===== src/rtl/osd_cmd_pkg.sv =====
package osd_cmd_pkg;
  localparam int WORD_W = 8;
  localparam int ATTR_W = 5;
  localparam int DATA_W = ATTR_W + WORD_W;
  localparam logic [WORD_W-1:0] CODE_BLANK = 8'hFE;
  localparam logic [WORD_W-1:0] CODE_STOP  = 8'hFF;
  localparam logic [2:0]        WR_PREFIX  = 3'b111;
  localparam logic [3:0]        SEL_INIT   = 4'b0111;

  typedef enum logic [1:0] {
    DEC_CMD,
    DEC_ARG,
    DEC_STREAM
  } dec_st_e;
endpackage


===== src/rtl/osd_ser_rx.sv =====
module osd_ser_rx
  import osd_cmd_pkg::*;
#(
  parameter int SYNC_STAGES = 2
) (
  input  logic              clk,
  input  logic              rst_n,
  input  logic              cs_n,
  input  logic              sclk,
  input  logic              sdin,
  output logic              byte_vld,
  output logic [WORD_W-1:0] byte_q,
  output logic              frame_off
);
  localparam int CNT_W = $clog2(WORD_W);
  localparam logic [CNT_W-1:0] LAST_BIT = CNT_W'(WORD_W - 1);

  logic [SYNC_STAGES-1:0] cs_s, ck_s, d_s;
  logic                   ck_prev;
  logic [WORD_W-1:0]      shift_q, shift_n;
  logic [CNT_W-1:0]       cnt_q, cnt_n;
  logic                   vld_q, vld_n;
  logic                   cs_q, ck_q, d_q, rise;

  assign cs_q = cs_s[SYNC_STAGES-1];
  assign ck_q = ck_s[SYNC_STAGES-1];
  assign d_q  = d_s[SYNC_STAGES-1];
  assign rise = ck_q & ~ck_prev & ~cs_q;

  always_comb begin
    shift_n = shift_q;
    cnt_n   = cnt_q;
    vld_n   = 1'b0;
    if (cs_q) begin
      cnt_n = '0;
    end else if (rise) begin
      shift_n = {d_q, shift_q[WORD_W-1:1]};
      if (cnt_q == LAST_BIT) begin
        cnt_n = '0;
        vld_n = 1'b1;
      end else begin
        cnt_n = cnt_q + 1'b1;
      end
    end
  end

  always_ff @(posedge clk or negedge rst_n) begin
    if (!rst_n) begin
      cs_s    <= '1;
      ck_s    <= '0;
      d_s     <= '0;
      ck_prev <= 1'b0;
      shift_q <= '0;
      cnt_q   <= '0;
      vld_q   <= 1'b0;
    end else begin
      cs_s    <= {cs_s[SYNC_STAGES-2:0], cs_n};
      ck_s    <= {ck_s[SYNC_STAGES-2:0], sclk};
      d_s     <= {d_s[SYNC_STAGES-2:0], sdin};
      ck_prev <= ck_q;
      shift_q <= shift_n;
      cnt_q   <= cnt_n;
      vld_q   <= vld_n;
    end
  end

  assign byte_vld  = vld_q;
  assign byte_q    = shift_q;
  assign frame_off = cs_q;


  word_in_frame_chk: assert property (@(posedge clk) disable iff (!rst_n)
    byte_vld |-> !$past(cs_q));
endmodule


===== src/rtl/osd_cmd_dec.sv =====
module osd_cmd_dec
  import osd_cmd_pkg::*;
#(
  parameter int ROWS = 12,
  parameter int COLS = 24
) (
  input  logic              clk,
  input  logic              rst_n,
  input  logic              byte_vld,
  input  logic [WORD_W-1:0] byte_q,
  input  logic              frame_off,
  output logic [3:0]        sync_cfg,
  output logic [3:0]        in_cfg,
  output logic [3:0]        port_cfg,
  output logic [3:0]        attr_cfg,
  output logic [3:0]        out_en,
  output logic [3:0]        out_sel,
  output logic [10:0]       bg_cfg,
  output logic [11:0]       start_pos,
  output logic [ROWS-1:0]   dbl_lines,
  output logic [ROWS-1:0]   sys4_lines,
  output logic [ROWS-1:0]   sys3_lines,
  output logic              osc_stop,
  output logic              test_mode,
  output logic              sys_rst_p,
  output logic              clr_req,
  output logic              set_cur,
  output logic [$clog2(ROWS)-1:0] cur_row,
  output logic [$clog2(COLS)-1:0] cur_col,
  output logic              wr_req,
  output logic [DATA_W-1:0] wr_data
);
  localparam int HALF  = ROWS / 2;
  localparam int ROW_W = $clog2(ROWS);
  localparam int COL_W = $clog2(COLS);
  localparam logic [ROW_W-1:0] ROW_LIM = ROW_W'(ROWS - 1);
  localparam logic [COL_W-1:0] COL_LIM = COL_W'(COLS - 1);

  dec_st_e           st_q, st_n;
  logic [WORD_W-1:0] b0_q, b0_n;
  logic [ATTR_W-1:0] attr_q, attr_n;
  logic [3:0]  sync_n, in_n, port_n, acfg_n, en_n, sel_n;
  logic [10:0] bg_n;
  logic [11:0] pos_n;
  logic [ROWS-1:0] dbl_n, s4_n, s3_n;
  logic osc_n, test_n;
  logic [HALF-1:0] lbits;

  assign lbits   = byte_q[HALF-1:0];
  assign cur_row = b0_q[ROW_W-1:0];
  assign cur_col = byte_q[COL_W-1:0];
  assign wr_data = {attr_q, byte_q};

  always_comb begin
    st_n = st_q;  b0_n = b0_q;  attr_n = attr_q;
    sync_n = sync_cfg;  in_n = in_cfg;  port_n = port_cfg;
    acfg_n = attr_cfg;  en_n = out_en;  sel_n = out_sel;
    bg_n = bg_cfg;  pos_n = start_pos;
    dbl_n = dbl_lines;  s4_n = sys4_lines;  s3_n = sys3_lines;
    osc_n = osc_stop;  test_n = test_mode;
    sys_rst_p = 1'b0;  clr_req = 1'b0;  set_cur = 1'b0;  wr_req = 1'b0;
    if (byte_vld) begin
      unique case (st_q)
        DEC_CMD: begin
          if (byte_q[7:5] == WR_PREFIX) begin
            attr_n = byte_q[ATTR_W-1:0];
            b0_n   = byte_q;
            st_n   = in_cfg[1] ? DEC_STREAM : DEC_ARG;
          end else if (byte_q[7]) begin
            b0_n = byte_q;
            st_n = DEC_ARG;
          end else begin
            unique case (byte_q[6:4])
              3'd0: begin
                if (byte_q[3]) begin
                  sys_rst_p = 1'b1;
                end else begin
                  osc_n   = byte_q[1];
                  test_n  = byte_q[0];
                  clr_req = byte_q[2];
                end
              end
              3'd1: sync_n = byte_q[3:0];
              3'd2: in_n   = byte_q[3:0];
              3'd3: port_n = byte_q[3:0];
              3'd4: acfg_n = byte_q[3:0];
              3'd5: en_n   = byte_q[3:0];
              3'd6: sel_n  = byte_q[3:0];
              default: ;
            endcase
          end
        end
        DEC_ARG: begin
          st_n = DEC_CMD;
          unique case (b0_q[7:4])
            4'd8: bg_n  = {b0_q[2:0], byte_q};
            4'd9: pos_n = {b0_q[3:0], byte_q};
            4'd10: begin
              if (b0_q[3]) begin
                if (b0_q[0]) dbl_n[HALF +: HALF] = lbits;
                else         dbl_n[0 +: HALF]    = lbits;
              end
              if (b0_q[2]) begin
                if (b0_q[0]) s4_n[HALF +: HALF] = lbits;
                else         s4_n[0 +: HALF]    = lbits;
              end
              if (b0_q[1]) begin
                if (b0_q[0]) s3_n[HALF +: HALF] = lbits;
                else         s3_n[0 +: HALF]    = lbits;
              end
            end
            4'd11: begin
              if (cur_row <= ROW_LIM && cur_col <= COL_LIM) set_cur = 1'b1;
            end
            4'd14, 4'd15: wr_req = 1'b1;
            default: ;
          endcase
        end
        DEC_STREAM: begin
          if (byte_q == CODE_STOP) st_n = DEC_CMD;
          else                     wr_req = 1'b1;
        end
        default: st_n = DEC_CMD;
      endcase
    end
    if (frame_off) st_n = DEC_CMD;
    if (sys_rst_p) begin
      st_n = DEC_CMD;  b0_n = '0;  attr_n = '0;
      sync_n = '0;  in_n = '0;  port_n = '0;  acfg_n = '0;  en_n = '0;
      sel_n = SEL_INIT;  bg_n = '0;  pos_n = '0;
      dbl_n = '0;  s4_n = '0;  s3_n = '0;  osc_n = 1'b0;  test_n = 1'b0;
    end
  end

  always_ff @(posedge clk or negedge rst_n) begin
    if (!rst_n) begin
      st_q <= DEC_CMD;  b0_q <= '0;  attr_q <= '0;
      sync_cfg <= '0;  in_cfg <= '0;  port_cfg <= '0;  attr_cfg <= '0;
      out_en <= '0;  out_sel <= SEL_INIT;  bg_cfg <= '0;  start_pos <= '0;
      dbl_lines <= '0;  sys4_lines <= '0;  sys3_lines <= '0;
      osc_stop <= 1'b0;  test_mode <= 1'b0;
    end else begin
      st_q <= st_n;  b0_q <= b0_n;  attr_q <= attr_n;
      sync_cfg <= sync_n;  in_cfg <= in_n;  port_cfg <= port_n;  attr_cfg <= acfg_n;
      out_en <= en_n;  out_sel <= sel_n;  bg_cfg <= bg_n;  start_pos <= pos_n;
      dbl_lines <= dbl_n;  sys4_lines <= s4_n;  sys3_lines <= s3_n;
      osc_stop <= osc_n;  test_mode <= test_n;
    end
  end


  sysreset_chk: assert property (@(posedge clk) disable iff (!rst_n)
    sys_rst_p |=> (out_sel == SEL_INIT && out_en == 4'd0 && in_cfg == 4'd0 && dbl_lines == '0));


  cs_restart_chk: assert property (@(posedge clk) disable iff (!rst_n)
    frame_off |=> st_q == DEC_CMD);
endmodule


===== src/rtl/osd_vram_wr.sv =====
module osd_vram_wr
  import osd_cmd_pkg::*;
#(
  parameter int ROWS    = 12,
  parameter int COLS    = 24,
  parameter int CLR_CYC = 4
) (
  input  logic                            clk,
  input  logic                            rst_n,
  input  logic                            sys_rst_p,
  input  logic                            set_cur,
  input  logic [$clog2(ROWS)-1:0]         set_row,
  input  logic [$clog2(COLS)-1:0]         set_col,
  input  logic                            wr_req,
  input  logic [DATA_W-1:0]               wr_data,
  input  logic                            clr_req,
  input  logic                            disp_on,
  output logic                            vram_we,
  output logic [$clog2(ROWS*COLS)-1:0]    vram_addr,
  output logic [DATA_W-1:0]               vram_wdata,
  output logic                            clr_busy
);
  localparam int CELLS  = ROWS * COLS;
  localparam int ADDR_W = $clog2(CELLS);
  localparam int ROW_W  = $clog2(ROWS);
  localparam int COL_W  = $clog2(COLS);
  localparam int SLOT_W = $clog2(CLR_CYC);
  localparam logic [ROW_W-1:0]  ROW_LIM  = ROW_W'(ROWS - 1);
  localparam logic [COL_W-1:0]  COL_LIM  = COL_W'(COLS - 1);
  localparam logic [ADDR_W-1:0] COLS_A   = ADDR_W'(COLS);
  localparam logic [ADDR_W-1:0] CELL_LIM = ADDR_W'(CELLS - 1);
  localparam logic [SLOT_W-1:0] SLOT_LIM = SLOT_W'(CLR_CYC - 1);
  localparam logic [DATA_W-1:0] FILL_WORD = {{ATTR_W{1'b0}}, CODE_BLANK};

  logic [ROW_W-1:0]  row_q, row_n;
  logic [COL_W-1:0]  col_q, col_n;
  logic [ADDR_W-1:0] idx_q, idx_n, addr_n, cur_addr;
  logic [SLOT_W-1:0] slot_q, slot_n;
  logic              busy_n, we_n;
  logic [DATA_W-1:0] data_n;

  assign cur_addr = ADDR_W'(row_q) * COLS_A + ADDR_W'(col_q);

  always_comb begin
    row_n = row_q;  col_n = col_q;
    idx_n = idx_q;  slot_n = slot_q;  busy_n = clr_busy;
    we_n = 1'b0;  addr_n = vram_addr;  data_n = vram_wdata;
    if (clr_busy) begin
      if (slot_q == SLOT_LIM) begin
        slot_n = '0;
        we_n   = 1'b1;
        addr_n = idx_q;
        data_n = FILL_WORD;
        if (idx_q == CELL_LIM) busy_n = 1'b0;
        else                   idx_n  = idx_q + 1'b1;
      end else begin
        slot_n = slot_q + 1'b1;
      end
    end else if (clr_req && !disp_on) begin
      busy_n = 1'b1;
      idx_n  = '0;
      slot_n = '0;
    end else if (set_cur) begin
      row_n = set_row;
      col_n = set_col;
    end else if (wr_req) begin
      we_n   = 1'b1;
      addr_n = cur_addr;
      data_n = wr_data;
      if (col_q == COL_LIM) begin
        col_n = '0;
        row_n = (row_q == ROW_LIM) ? '0 : row_q + 1'b1;
      end else begin
        col_n = col_q + 1'b1;
      end
    end
    if (sys_rst_p) begin
      row_n = '0;  col_n = '0;  busy_n = 1'b0;  we_n = 1'b0;
      idx_n = '0;  slot_n = '0;
    end
  end

  always_ff @(posedge clk or negedge rst_n) begin
    if (!rst_n) begin
      row_q <= '0;  col_q <= '0;  idx_q <= '0;  slot_q <= '0;
      clr_busy <= 1'b0;  vram_we <= 1'b0;  vram_addr <= '0;  vram_wdata <= '0;
    end else begin
      row_q <= row_n;  col_q <= col_n;  idx_q <= idx_n;  slot_q <= slot_n;
      clr_busy <= busy_n;  vram_we <= we_n;  vram_addr <= addr_n;  vram_wdata <= data_n;
    end
  end


  addr_in_range_chk: assert property (@(posedge clk) disable iff (!rst_n)
    vram_we |-> vram_addr <= CELL_LIM);


  cursor_range_chk: assert property (@(posedge clk) disable iff (!rst_n)
    row_q <= ROW_LIM && col_q <= COL_LIM);


  clear_gate_chk: assert property (@(posedge clk) disable iff (!rst_n)
    $rose(clr_busy) |-> !$past(disp_on));


  clear_data_chk: assert property (@(posedge clk) disable iff (!rst_n)
    (vram_we && $past(clr_busy) && !$past(sys_rst_p)) |-> vram_wdata == FILL_WORD);
endmodule


===== src/rtl/osd_cmd_decoder.sv =====
module osd_cmd_decoder
  import osd_cmd_pkg::*;
#(
  parameter int ROWS        = 12,
  parameter int COLS        = 24,
  parameter int CLR_CYC     = 4,
  parameter int SYNC_STAGES = 2
) (
  input  logic                         clk,
  input  logic                         rst_n,
  input  logic                         ser_cs_n,
  input  logic                         ser_clk,
  input  logic                         ser_din,
  output logic [3:0]                   sync_cfg,
  output logic [3:0]                   in_cfg,
  output logic [3:0]                   port_cfg,
  output logic [3:0]                   attr_cfg,
  output logic [3:0]                   out_en,
  output logic [3:0]                   out_sel,
  output logic [10:0]                  bg_cfg,
  output logic [11:0]                  start_pos,
  output logic [ROWS-1:0]              dbl_lines,
  output logic [ROWS-1:0]              sys4_lines,
  output logic [ROWS-1:0]              sys3_lines,
  output logic                         osc_stop,
  output logic                         test_mode,
  output logic                         vram_we,
  output logic [$clog2(ROWS*COLS)-1:0] vram_addr,
  output logic [DATA_W-1:0]            vram_wdata,
  output logic                         clear_busy
);
  localparam int ROW_W = $clog2(ROWS);
  localparam int COL_W = $clog2(COLS);

  logic [1:0]        rst_pipe;
  logic              rst_i_n;
  logic              byte_vld, frame_off;
  logic [WORD_W-1:0] byte_q;
  logic              sys_rst_p, clr_req, set_cur, wr_req;
  logic [ROW_W-1:0]  cur_row;
  logic [COL_W-1:0]  cur_col;
  logic [DATA_W-1:0] wr_data;

  always_ff @(posedge clk or negedge rst_n) begin
    if (!rst_n) rst_pipe <= 2'b00;
    else        rst_pipe <= {rst_pipe[0], 1'b1};
  end
  assign rst_i_n = rst_pipe[1];

  osd_ser_rx #(.SYNC_STAGES(SYNC_STAGES)) u_rx (
    .clk(clk), .rst_n(rst_i_n), .cs_n(ser_cs_n), .sclk(ser_clk), .sdin(ser_din),
    .byte_vld(byte_vld), .byte_q(byte_q), .frame_off(frame_off)
  );

  osd_cmd_dec #(.ROWS(ROWS), .COLS(COLS)) u_dec (
    .clk(clk), .rst_n(rst_i_n), .byte_vld(byte_vld), .byte_q(byte_q),
    .frame_off(frame_off), .sync_cfg(sync_cfg), .in_cfg(in_cfg),
    .port_cfg(port_cfg), .attr_cfg(attr_cfg), .out_en(out_en), .out_sel(out_sel),
    .bg_cfg(bg_cfg), .start_pos(start_pos), .dbl_lines(dbl_lines),
    .sys4_lines(sys4_lines), .sys3_lines(sys3_lines), .osc_stop(osc_stop),
    .test_mode(test_mode), .sys_rst_p(sys_rst_p), .clr_req(clr_req),
    .set_cur(set_cur), .cur_row(cur_row), .cur_col(cur_col),
    .wr_req(wr_req), .wr_data(wr_data)
  );

  osd_vram_wr #(.ROWS(ROWS), .COLS(COLS), .CLR_CYC(CLR_CYC)) u_wr (
    .clk(clk), .rst_n(rst_i_n), .sys_rst_p(sys_rst_p), .set_cur(set_cur),
    .set_row(cur_row), .set_col(cur_col), .wr_req(wr_req), .wr_data(wr_data),
    .clr_req(clr_req), .disp_on(|out_en), .vram_we(vram_we),
    .vram_addr(vram_addr), .vram_wdata(vram_wdata), .clr_busy(clear_busy)
  );
endmodule


===== config.mk =====
export PLATFORM = sky130hd
export DESIGN_NAME = osd_cmd_decoder
export DESIGN_NICKNAME = d
export VERILOG_FILES = /design/src/rtl/osd_cmd_pkg.sv /design/src/rtl/osd_ser_rx.sv /design/src/rtl/osd_cmd_dec.sv /design/src/rtl/osd_vram_wr.sv /design/src/rtl/osd_cmd_decoder.sv
export SDC_FILE = /design/constraint.sdc
export NUM_CORES = 1
export LEC_CHECK = 0
export BUFFER_PORTS_ARGS = -buffer_cell sky130_fd_sc_hd__clkbuf_2
export CAP_MARGIN = 20
export CORE_ASPECT_RATIO = 1.25
export CORE_UTILIZATION = 25
export CTS_CLUSTER_SIZE = 40
export DETAILED_ROUTE_END_ITERATION = 16
export GPL_ROUTABILITY_DRIVEN = 0
export HOLD_SLACK_MARGIN = 0.06
export PLACE_DENSITY_LB_ADDON = 0.12
export SLEW_MARGIN = 20
export SYNTH_ARGS = -nofsm -noshare
export SYNTH_HDL_FRONTEND = slang
export SYNTH_SLANG_ARGS = --single-unit

===== constraint.sdc =====
create_clock -name clk -period 9.4 [get_ports clk]
set_input_delay 0.94 -clock clk [delete_from_list [all_inputs] [get_ports clk]]
set_output_delay 0.94 -clock clk [all_outputs]
set_load 0.05 [all_outputs]

==> run_results.csv <==
group,metric,value,unit
timing,totalNegativeSetupSlack,0,ns
yosys,post_synth_instance_area,7526,µm²
detailed_routing,drt_wl_total,21.94,mm
finish,n_fill_cell,3117,
floorplan,die_h,196.0,µm
floorplan,fp-row-count,70,
global_route,met1_usage,18.50,%
yosys,synth-edff-count,0,
critical_path,reg_to_reg_endpoint,"u_wr.vram_addr[8]",
critical_path,r2r_start,"u_dec.st_q[0]",
finish,multi_input_comb_area,3198,µm²
yosys,ys_types,64,
clock_tree,cts_hold_repair.buffers,0,
timing,rsz0062_at_grt,"false",
power,p_leak,0.004398,µW
critical_path,crit_path_category,"reg -> reg",
detailed_routing,drt-initial-drc-count,241,
floorplan,core_area,29430,µm²
global_route,grt-ovfl-total,0,
timing,fin_crit_sh,35.18,%
critical_path,worstSetupStartpointType,"register",
timing,transition_time_at_the_pin_with_the_least_slew_margin,1.059,ns
global_route,global_route_wire_length_before_repair,34.83,mm
finish,finish.net_count,817,
flow_run,max_cap_violations,0,
finish,antennaDiodeCount,0,
global_route,grt_start_max_net_pins,71,
detailed_routing,drt_pre_antenna_iters,5,
yosys,synth_async_sr_flop_share,100.0,%
finish,synthToLayoutAreaGrowth,21.20,%
placed_design,placement.setup.worst_slack,6.098,ns
clock_tree,insertion_delay,0.43,ns
timing,finalCriticalPeriod,3.307,ns
timing,maxSlewViolCount,0,
timing,fmax,302.4,MHz
yosys,avgSynthCellArea,10.91,µm²
clock_tree,clk_transition_reported_paths,0.07,ns
placed_design,number_of_buffers_inserted_by_port_buffering,113,
global_route,groute.usage.overall,15.11,%
finish,drive_above_1_share,28.47,%
global_route,groute.layer.met2.usage,26.25,%
placed_design,placed_cells,1172,
floorplan,die_w,157.2,µm
clock_tree,cts_buffers,17,
placed_design,place_hpwl,15.07,mm
yosys,ys_dominant_reg_cell,"sky130_fd_sc_hd__dfrtp_1",
clock_tree,post-cts-setup-buffer-count,0,
power,ir_drop,110.4,µV
floorplan,io_pins,114,
yosys,yosys_register_bits,165,
yosys,postSynthCellCount,690,
timing,finalHoldViolCount,0,
clock_tree,clock-sinks,165,
global_route,grt_antenna_before_repair,0,
finish,layout.area.seq,4139,µm²
yosys,synth_sequential_area_ratio,54.95,%
yosys,synth.yosys.warnings,0,
critical_path,critical_path.max_fanout,32,
power,pwr_density_cell,178.8,nW/µm²
critical_path,cp-end-kind,"register",
detailed_routing,via_count,5555,
clock_tree,clock_path_buffers,2,
floorplan,initial_utilization,25.57,%
critical_path,critPathLaunch,"u_dec.st_q[0]",
finish,finalNonFillerCells,1204,
critical_path,worst-r2r-cell-count,9,
run_status,run_status,"finished, final reports clean",
global_route,grt_use_met3,3.115,%
power,power_total,1631,µW
detailed_routing,route.detailed.wl_per_inst,18.22,µm
global_route,grt-busiest-layer,"met2",
timing,final_worst_slack,6.093,ns
clock_tree,cts_tree,"yes",
detailed_routing,remaining_drc_errors,0,
clock_tree,cts_root_buffer,"sky130_fd_sc_hd__clkbuf_16",
detailed_routing,via_per_inst,4.614,
clock_tree,htreeDepth,4,
timing,setup_viols_final,0,
worst_hold_path,hold_path.class,"in -> async",
timing,relSlewSlack,29.43,%
critical_path,reg2reg_slack,6.09,ns
clock_tree,post_cts_resize_count,0,
detailed_routing,route.antenna.remaining_nets,0,
critical_path,worst_ep_arrival_time,3.63,ns
floorplan,die_area,30810,µm²
timing,fin_worst_skew,0.009506,ns
critical_path,crit_end,"u_wr.vram_addr[8]",
global_route,grt_pass1_vias,5795,
yosys,syn_nets,712,
critical_path,crit_required,9.72,ns
==> kinds of logic after synthesis <==
family	Yosys count	share of synthesized area, %
AOI/OAI and AO/OA	140	11.77
xor gates and xnor gates	5	0.7648
adders and majority gates	17	3.026
buffers and inverters	49	2.560
DFF	165	54.95
muxes	80	11.84
other	1	0.04983
and+or+nand+nor	233	15.05
==> per-stage QoR <==
stage               area [µm²]  util [%]  hold slack [ns]
floorplan                 7526         -           0.3312
global placement          8522     28.96           0.3338
detailed placement        8522     28.96           0.3355
CTS                       9121     30.99           0.2604
global route              9121     30.99           0.2695
finish                    9121     30.99           0.2857
==> sequential cells by signal (all words and copies together), names as in the netlist, 5 cells and up <==
name              cells
u_wr.vram_wdata      13
u_dec.dbl_lines      12
u_dec.start_pos      12
u_dec.sys3_lines     12
u_dec.sys4_lines     12
u_dec.bg_cfg         11
u_wr.idx_q            9
u_wr.vram_addr        9
u_dec.b0_q            8
u_rx.byte_q           8
u_dec.attr_q          5
u_wr.col_q            5
==> metal layers <==
layer  wire [µm]  vias up
met4         356        0
met1        9441     2757
met5           0        -
met3         811       21
met2       11330      118
li1            -     2659
==> synth_stat cells (2+ instances only) <==
master / number / share of area [%]
sky130_fd_sc_hd__ha_1: 15 / 2.5
sky130_fd_sc_hd__clkbuf_1: 30 / 1.5
sky130_fd_sc_hd__mux2i_1: 17 / 2.3
sky130_fd_sc_hd__o31a_1: 2 / 0.23
sky130_fd_sc_hd__a21o_1: 6 / 0.60
sky130_fd_sc_hd__dfstp_2: 5 / 1.7
sky130_fd_sc_hd__and2_1: 11 / 0.91
sky130_fd_sc_hd__dfrtp_1: 160 / 53
sky130_fd_sc_hd__nor4_1: 3 / 0.25
sky130_fd_sc_hd__buf_2: 4 / 0.27
sky130_fd_sc_hd__nor3_1: 14 / 0.93
sky130_fd_sc_hd__a21boi_2: 2 / 0.30
sky130_fd_sc_hd__xnor2_1: 3 / 0.35
sky130_fd_sc_hd__a22oi_1: 2 / 0.20
sky130_fd_sc_hd__nand4bb_1: 2 / 0.30
sky130_fd_sc_hd__mux2_4: 3 / 0.60
sky130_fd_sc_hd__and3_1: 4 / 0.33
sky130_fd_sc_hd__inv_1: 11 / 0.55
sky130_fd_sc_hd__or3_1: 2 / 0.17
sky130_fd_sc_hd__and4_1: 6 / 0.70
sky130_fd_sc_hd__buf_1: 3 / 0.15
sky130_fd_sc_hd__o211ai_1: 11 / 1.1
sky130_fd_sc_hd__or2_2: 2 / 0.17
sky130_fd_sc_hd__a22o_1: 8 / 0.93
sky130_fd_sc_hd__mux2_2: 60 / 9.0
sky130_fd_sc_hd__o2111a_1: 2 / 0.30
sky130_fd_sc_hd__o22ai_1: 4 / 0.33
sky130_fd_sc_hd__nand3_1: 26 / 1.7
sky130_fd_sc_hd__nand2_1: 93 / 4.6
sky130_fd_sc_hd__o21ai_0: 40 / 2.7
sky130_fd_sc_hd__fa_1: 2 / 0.53
sky130_fd_sc_hd__nor2b_1: 7 / 0.58
sky130_fd_sc_hd__a31oi_1: 5 / 0.42
sky130_fd_sc_hd__nand4_1: 5 / 0.42
sky130_fd_sc_hd__nand2b_1: 3 / 0.25
sky130_fd_sc_hd__nor3b_1: 4 / 0.40
sky130_fd_sc_hd__nor2_1: 39 / 1.9
sky130_fd_sc_hd__a211oi_1: 4 / 0.40
sky130_fd_sc_hd__a21oi_1: 41 / 2.7
sky130_fd_sc_hd__nand3b_1: 4 / 0.40
sky130_fd_sc_hd__o21ai_1: 2 / 0.13
==> worst min-delay path by stage <==
stage | end | start | cells past startpoint | slack (ns)
floorplan | rst_pipe[1] | rst_pipe[0] | 0 | 0.33
global placement | rst_pipe[1] | rst_pipe[0] | 0 | 0.33
detailed placement | u_rx.ck_s[1] | u_rx.ck_s[0] | 0 | 0.34
CTS | rst_pipe[1] | rst_n | 1 | 0.26
global route | rst_pipe[1] | rst_n | 1 | 0.27
finish | rst_pipe[1] | rst_n | 1 | 0.29
==> cells in the final DEF (no fill, tap or decap), types with 3 or more instances in the layout <==
cell type | Yosys | final
sky130_fd_sc_hd__a211oi_1 | 4 | 4
sky130_fd_sc_hd__a21o_1 | 6 | 6
sky130_fd_sc_hd__a21oi_1 | 41 | 41
sky130_fd_sc_hd__a22o_1 | 8 | 8
sky130_fd_sc_hd__a31oi_1 | 5 | 5
sky130_fd_sc_hd__and2_1 | 11 | 11
sky130_fd_sc_hd__and3_1 | 4 | 4
sky130_fd_sc_hd__and4_1 | 6 | 6
sky130_fd_sc_hd__buf_4 | 1 | 11
sky130_fd_sc_hd__bufinv_16 | 0 | 3
sky130_fd_sc_hd__clkbuf_1 | 30 | 3
sky130_fd_sc_hd__clkbuf_16 | 0 | 17
sky130_fd_sc_hd__clkbuf_2 | 0 | 113
sky130_fd_sc_hd__clkinvlp_4 | 0 | 3
sky130_fd_sc_hd__dfrtp_1 | 160 | 159
sky130_fd_sc_hd__dfstp_2 | 5 | 5
sky130_fd_sc_hd__ha_1 | 15 | 15
sky130_fd_sc_hd__inv_1 | 11 | 11
sky130_fd_sc_hd__mux2_2 | 60 | 60
sky130_fd_sc_hd__mux2_4 | 3 | 3
sky130_fd_sc_hd__mux2i_1 | 17 | 17
sky130_fd_sc_hd__nand2_1 | 93 | 93
sky130_fd_sc_hd__nand2b_1 | 3 | 3
sky130_fd_sc_hd__nand3_1 | 26 | 26
sky130_fd_sc_hd__nand3b_1 | 4 | 4
sky130_fd_sc_hd__nand4_1 | 5 | 5
sky130_fd_sc_hd__nor2_1 | 39 | 39
sky130_fd_sc_hd__nor2b_1 | 7 | 7
sky130_fd_sc_hd__nor3_1 | 14 | 14
sky130_fd_sc_hd__nor3b_1 | 4 | 4
sky130_fd_sc_hd__nor4_1 | 3 | 3
sky130_fd_sc_hd__o211ai_1 | 11 | 11
sky130_fd_sc_hd__o21ai_0 | 40 | 40
sky130_fd_sc_hd__o22ai_1 | 4 | 4
sky130_fd_sc_hd__xnor2_1 | 3 | 3
==> final cells by class <==
type                            count  share of cell area, %
Clock buffer                       21                  4.938
Clock inverter                     11                  1.632
Inverter                           11                 0.4527
Multi-Input combinational cell    476                  35.06
Sequential cell                   165                  45.38
Tap cell                          396                  5.432
Timing Repair Buffer              124                  7.106
==> report_power, final <==
part | internal [µW] | leakage [µW] | total, µW | switching, µW
Sequential | 725 | 0.00226 | 754 | 29.5
Clock | 426 | 0.000284 | 720 | 293
Combinational | 34.4 | 0.00185 | 157 | 123
==> critical path, stage by stage, from the launching register on <==
cell and delay [ns]:
sky130_fd_sc_hd__dfrtp_1 0.37, sky130_fd_sc_hd__inv_1 0.07, sky130_fd_sc_hd__ha_1 0.25, sky130_fd_sc_hd__nor4bb_1 0.15, sky130_fd_sc_hd__buf_4 0.19, sky130_fd_sc_hd__a41oi_1 0.74
sky130_fd_sc_hd__o2111a_1 0.30, sky130_fd_sc_hd__buf_4 0.29, sky130_fd_sc_hd__or2_1 0.49, sky130_fd_sc_hd__mux2_4 0.34
Note: power is estimated with default switching activity, not from simulation.
